<file path="src/rtl/rpm_pkg.sv">
package rpm_pkg;
  localparam int LEN_W = 4;
  localparam int CNT_W = (1 << LEN_W) + 1;

  typedef struct packed {
    logic [LEN_W-1:0] len;
    logic [1:0]       rsvd;
    logic             irq_en;
    logic             urst_en;
  } mode_t;

  // Pulse length in cycles: 2^(len+1)
  function automatic logic [31:0] pulse_cycles(input logic [LEN_W-1:0] len);
    return 32'd1 << (32'(len) + 32'd1);
  endfunction
endpackage

</file>
<file path="src/rtl/rpm_sync.sv">
module rpm_sync #(
  parameter int STAGES = 2
) (
  input  logic clk,
  input  logic rst_n,
  input  logic d_i,
  output logic q_o
);
  logic [STAGES-1:0] chain;

  always_ff @(posedge clk or negedge rst_n) begin
    if (!rst_n) chain <= '1;
    else        chain <= {chain[STAGES-2:0], d_i};
  end

  assign q_o = chain[STAGES-1];
endmodule

</file>
<file path="src/rtl/rpm_pulse.sv">
module rpm_pulse
  import rpm_pkg::*;
#(
  parameter int LW = LEN_W,
  parameter int CW = CNT_W
) (
  input  logic          clk,
  input  logic          rst_n,
  input  logic          req_i,
  input  logic [LW-1:0] len_i,
  output logic          drv_o,
  output logic          start_o
);
  logic [CW-1:0] cnt;
  logic          last;

  assign start_o = req_i && !drv_o;
  assign last    = drv_o && (cnt == '0);

  always_ff @(posedge clk or negedge rst_n) begin
    if (!rst_n) begin
      drv_o <= 1'b0;
      cnt   <= '0;
    end else if (start_o) begin
      drv_o <= 1'b1;
      cnt   <= CW'(pulse_cycles(len_i) - 32'd1);
    end else if (last) begin
      drv_o <= 1'b0;
    end else if (drv_o) begin
      cnt <= cnt - 1'b1;
    end
  end


  busy_countdown_chk: assert property (@(posedge clk) disable iff (!rst_n)
    (drv_o && cnt != '0) |=> (drv_o && cnt == $past(cnt) - 1'b1));

  pulse_end_chk: assert property (@(posedge clk) disable iff (!rst_n)
    last |=> !drv_o);
endmodule

</file>
<file path="src/rtl/rpm_event.sv">
module rpm_event (
  input  logic clk,
  input  logic rst_n,
  input  logic lvl_i,
  input  logic self_start_i,
  input  logic self_drv_i,
  input  logic urst_en_i,
  input  logic irq_en_i,
  input  logic rd_clr_i,
  output logic sticky_o,
  output logic user_rst_o,
  output logic irq_o
);
  logic lvl_q;
  logic self_flag;
  logic fall_evt;

  assign fall_evt   = lvl_q && !lvl_i && !self_flag;
  assign user_rst_o = fall_evt && urst_en_i && !irq_en_i;
  assign irq_o      = sticky_o && irq_en_i;

  always_ff @(posedge clk or negedge rst_n) begin
    if (!rst_n) begin
      lvl_q     <= 1'b1;
      self_flag <= 1'b0;
      sticky_o  <= 1'b0;
    end else begin
      lvl_q <= lvl_i;
      if (self_start_i)                 self_flag <= 1'b1;
      else if (!self_drv_i && lvl_i)    self_flag <= 1'b0;
      if (fall_evt)                     sticky_o  <= 1'b1;
      else if (rd_clr_i)                sticky_o  <= 1'b0;
    end
  end


  user_rst_one_cycle_chk: assert property (@(posedge clk) disable iff (!rst_n)
    user_rst_o |=> !user_rst_o);

  event_kept_chk: assert property (@(posedge clk) disable iff (!rst_n)
    fall_evt |=> sticky_o);

  read_clears_chk: assert property (@(posedge clk) disable iff (!rst_n)
    (rd_clr_i && !fall_evt) |=> !sticky_o);

  no_self_event_chk: assert property (@(posedge clk) disable iff (!rst_n)
    self_drv_i |-> !user_rst_o);
endmodule

</file>
<file path="src/rtl/rst_pin_mgr.sv">
module rst_pin_mgr
  import rpm_pkg::*;
#(
  parameter int SYNC_STAGES = 2
) (
  input  logic       clk_slow,
  input  logic       rst_n,
  input  logic       pin_in,
  output logic       pin_drive_low,
  input  logic       ext_rst_req,
  input  logic       reg_wr,
  input  logic       reg_rd,
  input  logic       reg_sel,
  input  logic [7:0] wdata,
  output logic [7:0] rdata,
  output logic       user_rst,
  output logic       irq
);
  mode_t mode;
  logic  lvl_sync;
  logic  sticky;
  logic  pulse_start;
  logic  stat_rd;

  assign stat_rd = reg_rd && reg_sel;

  always_ff @(posedge clk_slow or negedge rst_n) begin
    if (!rst_n) begin
      mode <= '{len: '0, rsvd: '0, irq_en: 1'b0, urst_en: 1'b1};
    end else if (reg_wr && !reg_sel) begin
      mode      <= mode_t'(wdata);
      mode.rsvd <= '0;
    end
  end

  assign rdata = reg_sel ? {6'b0, sticky, lvl_sync} : 8'(mode);

  rpm_sync #(.STAGES(SYNC_STAGES)) u_sync (
    .clk(clk_slow), .rst_n(rst_n), .d_i(pin_in), .q_o(lvl_sync)
  );

  rpm_pulse u_pulse (
    .clk(clk_slow), .rst_n(rst_n), .req_i(ext_rst_req), .len_i(mode.len),
    .drv_o(pin_drive_low), .start_o(pulse_start)
  );

  rpm_event u_event (
    .clk(clk_slow), .rst_n(rst_n), .lvl_i(lvl_sync),
    .self_start_i(pulse_start), .self_drv_i(pin_drive_low),
    .urst_en_i(mode.urst_en), .irq_en_i(mode.irq_en), .rd_clr_i(stat_rd),
    .sticky_o(sticky), .user_rst_o(user_rst), .irq_o(irq)
  );


  irq_excludes_reset_chk: assert property (@(posedge clk_slow) disable iff (!rst_n)
    irq |-> !user_rst);
endmodule

</file>
<file path="config.mk">
export PLATFORM = sky130hd
export DESIGN_NAME = rst_pin_mgr
export DESIGN_NICKNAME = d
export VERILOG_FILES = /design/src/rtl/rpm_pkg.sv /design/src/rtl/rpm_sync.sv /design/src/rtl/rpm_pulse.sv /design/src/rtl/rpm_event.sv /design/src/rtl/rst_pin_mgr.sv
export SDC_FILE = /design/constraint.sdc
export NUM_CORES = 1
export LEC_CHECK = 0
export ABC_AREA = 0
export BUFFER_PORTS_ARGS = -buffer_cell sky130_fd_sc_hd__buf_4
export CORE_ASPECT_RATIO = 0.7
export CORE_MARGIN = 2
export CORE_UTILIZATION = 42
export DETAILED_ROUTE_END_ITERATION = 12
export GPL_ROUTABILITY_DRIVEN = 0
export RECOVER_POWER = 25
export SYNTH_ARGS = -nofsm -noshare
export SYNTH_HDL_FRONTEND = slang
export SYNTH_HIERARCHICAL = 1
export SYNTH_SLANG_ARGS = --single-unit
</file>
<file path="constraint.sdc">
create_clock -name clk_slow -period 3.8 [get_ports clk_slow]
set_input_delay 0.76 -clock clk_slow [delete_from_list [all_inputs] [get_ports clk_slow]]
set_output_delay 0.76 -clock clk_slow [all_outputs]
set_load 0.02 [all_outputs]
</file>
## Word-level counts from Yosys, hierarchy flattened

Cells that the tools add are included.

| word-level totals | value |
|---|---|
| bits in registers | 29 |
| input port bits | 15 |
| output and inout port bits | 11 |
| logic and storage cells | 45 |

| operators by class | value |
|---|---|
| add/sub/neg operators | 3 |
| eq/ne operators | 1 |
| shift-type cells | 1 |
| muxes and demuxes | 10 |
| reduce and logical (&&, ||, !) cells | 21 |

Operators with widths:

| operator | number |
|---|---|
| 17-bit two-way mux | 3 |
| 17-bit by 1-bit subtractor with 17-bit output, second input constant | 2 |
| 1-bit by 32-bit left shift with 17-bit output, first input constant | 1 |
| 17-bit zero test | 1 |
| 1-bit logical AND | 10 |
| 8-bit two-way mux | 1 |
| 2-bit nonzero test | 4 |
| 1-bit two-way mux | 6 |
| 4-bit by 1-bit adder with 5-bit output, second input constant | 1 |
| 1-bit zero test | 5 |
| 2-bit inequality test, second input constant | 1 |
| 2-bit AND reduction | 1 |

## Longest topological paths before layout

| logic depth | value |
|---|---|
| depth in word-level cells | 5 |
| depth in mapped cells | 10 |
| mapped depth without buffers | 8 |

## Cells and area by module

The synthesis kept the hierarchy.

Modules (own cells, without submodules):

| module | instances | cells an instance | area an instance (um^2) |
|---|---|---|---|
| rpm_pulse | 1 | 179 | 1536.5 |
| rst_pin_mgr | 1 | 24 | 345.3 |
| rpm_event | 1 | 10 | 127.6 |
| rpm_sync | 1 | 2 | 52.6 |

## Least setup slack after synthesis

OpenSTA, ideal clock, no wires.

| timing | value |
|---|---|
| kind | in2reg |
| from | input port ext_rst_req |
| to | register u_pulse.cnt[8] |
| library setup time | 124 ps |
| arrival | 2497 ps |
| slack | 1179 ps |
| stages on the path | 9 |
| path buffers | 1 |
| cell sequence | or4b_1 buf_6 nor3_1 a21oi_1 ha_1 o221a_1 and3_1 xor2_1 a211o_1 |

| on the way | value |
|---|---|
| longest elaborated chain between the ends | 3 |
| elaborated cells on any way between the ends | 5 |

RTL lines:

| item | line | text |
|---|---|---|
| from (decl) | rst_pin_mgr.sv:10 | `input logic ext_rst_req,` |
| 1-bit logical AND * | rpm_pulse.sv:17 | `assign start_o = req_i && !drv_o;` |
| 2-bit inequality test (no line) / 2-bit nonzero test (equally long branches) | n/a |  |
| 2-bit AND reduction (no line) | n/a |  |
| to (signal assigned) | rpm_pulse.sv:26 | `cnt <= CW'(pulse_cycles(len_i) - 32'd1);` |
| to (signal assigned) | rpm_pulse.sv:30 | `cnt <= cnt - 1'b1;` |
| to (decl) | rpm_pulse.sv:14 | `logic [CW-1:0] cnt;` |

Mark *: on every way between the ends. The rest lies on a longest branch, timed or not.
A chain may end at the register's enable or synchronous reset.

## Worst setup path in the final report

| timing | value |
|---|---|
| from | register u_pulse.drv_o |
| to | register u_pulse.cnt[14] |

| on the way | value |
|---|---|
| longest elaborated chain between the ends | 4 |
| elaborated cells on any way between the ends | 7 |

RTL lines:

| item | line | text |
|---|---|---|
| from (decl) | rpm_pulse.sv:11 | `output logic drv_o,` |
| from (signal assigned) | rpm_pulse.sv:22 | `drv_o <= 1'b0;` |
| from (signal assigned) | rpm_pulse.sv:25 | `drv_o <= 1'b1;` |
| from (signal assigned) | rpm_pulse.sv:28 | `drv_o <= 1'b0;` |
| 1-bit zero test * | rpm_pulse.sv:17 |  |
| 1-bit logical AND * | rpm_pulse.sv:17 |  |
| via pulse_start | rst_pin_mgr.sv:22 | `logic pulse_start;` |
| 2-bit inequality test (no line) / 2-bit nonzero test (equally long branches) | n/a |  |
| 2-bit AND reduction (no line) | n/a |  |

Mark *: on every way through the listed nets, which the timed path passes. The rest lies on a longest branch.

==> results.env <==
MIN-DELAY-START='u_sync/chain[0]'
GRT_OVERFLOW_TOTAL=0
CTS_POST_SETUP_BUFFERS_INSERTED=0
WORST_SKEW_LATE_LATENCY_NS=0.29
SYNTH_AREA_SQ_UM=2060
FINAL_COUNT_OF_HOLD_TIMING_VIOLATIONS=0
NUMBER_OF_FLOPS_MAPPED_TO_ENABLE_CELLS_BY_YOSYS=0
RELSLEWSLACK_PCT=-4.85
CP.REQUIRED_NS=4.00
WORST_CLOCK_SKEW_NS=0.00882
MOST-COMMON-LAYOUT-CELLS='25 x dfrtp_1, 22 x buf_4, 15 x nand2_1, 13 x nor2_1, 12 x o21ai_0'
SETUP_VIOL=0
CLOCK-SINKS=29
POSTCTS_RESIZE_CNT=0
WORSTSETUPPATHTYPE='register to register'
REMAINING_DRC_ERRORS=0
MAXCLOCKFREQUENCY_GHz=0.339
OUTCOME='finished, violations left'
CRITICAL_PATH_PEAK_FANOUT=16
YS.FLOP_TYPE='dfrtp_1'
NUM_ROWS=21
SYNTH_SEQUENTIAL_AREA_RATIO_PCT=35.4
INSERTEDDIODECOUNT=0
START_KIND='register'
YOSYSWARNINGS=6
CTS_INSERTED_BUFFERS=5
DP.FINAL_HPWL_MICRONS=3670
PLACEMENT.IO_BUFFERS=21
SYNTH_AREA_PER_CELL_SQ_UM=9.59
SYN_TO_FINAL_GROWTH_PCT=10.9
CLOCK_TREE.HTREE_LEVEL_COUNT=2
CTS-ROOT-TO-SINK-BUFFERS=2
CLOCK_TREE.ROOT_CELL='clkbuf_8'
WIRE_LENGTH_OF_THE_FIRST_GLOBAL_ROUTING_PASS_MICRONS=8700
FIN_TNS_SETUP_NS=0
FIN_WORST_HOLD_SLACK_NS=0.361
FLOORPLAN.CORE_AREA_SQ_UM=4760
SYNTHCELLS=215
DETAILROUTE.VIA_COUNT=1729
POST_CTS_HOLD_BUFFER_COUNT=0
ANT_NETS=0
POST-ROUTE-MIN-PERIOD_NS=2.95
TIMING_WORST_SLEW_PIN_VALUE_NS=1.57
HOLD_PATH.CLASS='register to register'
DIE_HEIGHT_MICRONS=62.6
DR.PASS1.ITERS=4
P_LEAK_nW=0.959
IOS=26
FINALWIRELENGTH_MICRONS=5120
NETS=246
START_UTIL_PCT=43.4
GRT_USAGE_PCT=20.3
VIOLATIONS='max-capacitance violations, max-slew violations'
RSZ0062_AT_GRT='false'
LAYOUT.CELLS.MOST_COMMON='dfrtp_1'
GRT_PASS1_VIAS=1650
FLOORPLAN.DIE.WIDTH_MICRONS=87.7
POWER.DENSITY_CELL_AREA_nW_PER_UM2=575
CRIT_ARRIVAL_NS=3.15
VDD_DROP_MAX_mV=0.219
RR_STARTPOINT='u_pulse/drv_o'
TIMING_MAX_TRANSITION_VIOLATIONS_FINAL=30
CRITPATHLAUNCH='u_pulse/drv_o'
ANTENNA_FOUND_INITIAL=0
FINAL_MIN_PERIOD_OVER_CLOCK_PERIOD_PCT=77.6
NUM-FILL-CELLS=452
CP_ENDPOINT_KIND='register'
YS_ASYNC_SR_FRACTION_PCT=100
GRT_START_MAX_NET_PINS=30
VIA_PER_INST=5.76
YS_FF_LATCH=29
DIEAREA_SQ_UM=5490
ROUTEDWLPERCELL_MICRONS=17.1
MAXIMUM_CAPACITANCE_VIOLATIONS=1
CLK_PIN_SLEW_NS=0.06
DRIVE_ABOVE_1_SHARE_PCT=25.5
DR.FIRST_ITER.DRC_COUNT=139
TRITONCTS='built'
YOSYSUNIQUECELLTYPES=68
==> stage by stage <==
stage	area, sq um	setup slack, ns	std cells	utilization [%]	total power [mW]
final	2290	0.850	300	48.1	1.32
after global routing	2290	0.618	300	48.1	1.42
after CTS	2290	0.901	300	48.1	1.32
after detailed placement	2200	0.812	292	46.3	1.04
after global placement	2200	0.801	292	46.3	1.03
after floorplan	2070	1.18	216	-	0.903
==> per-layer routing <==
| layer | GRT usage, % | vias to the layer above | wire (microns) |
|---|---|---|---|
| li1 | - | 831 | - |
| met1 | 32.6 | 856 | 2830 |
| met2 | 26.0 | 36 | 1980 |
| met3 | 5.68 | 6 | 266 |
| met4 | 5.38 | 0 | 40 |
| met5 | 0 | - | 0 |
==> synth_stat cells (5+ instances only) <==
cell	n	area (sq um)
nor3_1	7	35.0
xor2_1	5	43.8
buf_6	6	67.6
o21ai_0	12	60.1
mux2_4	6	90.1
a21oi_1	7	35.0
nor2_1	13	48.8
nand3_1	5	25.0
nand2_1	15	56.3
o211ai_1	10	75.1
a31oi_1	5	31.3
dfrtp_1	25	626
==> critical path, cell delays in order (launching register included) <==
cell and delay, ns:
dfrtp_1 0.66, nand2b_1 0.58, inv_1 0.41, nor4b_1 0.52
o2111ai_1 0.23, a221oi_1 0.28, a2bb2oi_1 0.19
==> path summary, 6_finish.rpt <==
check	end	slack [ns]	cells past startpoint
worst max-delay path	u_pulse/cnt[14]	0.85	6
worst min-delay path	u_sync/chain[1]	0.36	0
worst max register to register	u_pulse/cnt[14]	0.85	6
worst min register to register	u_sync/chain[1]	0.36	0
max in group asynchronous	u_pulse/cnt[6]	2.02	1
min in group asynchronous	mode[5]	0.85	1
==> layout make-up <==
type	count	area, sq um	area share [%]
multi-input combinational	166	1190	51.9
sequential	29	731	32.0
timing repair buffer	24	176	7.72
clock buffer	8	90.1	3.94
tap	69	86.3	3.78
inverter	4	15.0	0.657
==> kinds of logic after synthesis <==
logic type	synth area share, %
and+or+nand+nor	24.6
DFF	35.4
adders and majority gates	0.607
xor gates and xnor gates	2.55
AOI/OAI and AO/OA	22.0
other	0.182
muxes	7.46
buffers and inverters	7.16
==> power breakdown <==
part / leakage [nW] / total, mW / switching (mW) / internal, mW
logic: 0.568 / 0.507 / 0.262 / 0.245
clock network: 0.0455 / 0.268 / 0.120 / 0.148
registers: 0.346 / 0.541 / 0.126 / 0.415
==> sequential cells by signal (all words and copies together) (netlist names) <==
signal,flops
u_sync/chain,2
mode,6
u_pulse/drv_o,1
u_event/self_flag,1
u_event/sticky_o,1
u_event/lvl_q,1
u_pulse/cnt,17
Power figures use the tool's default switching activity.
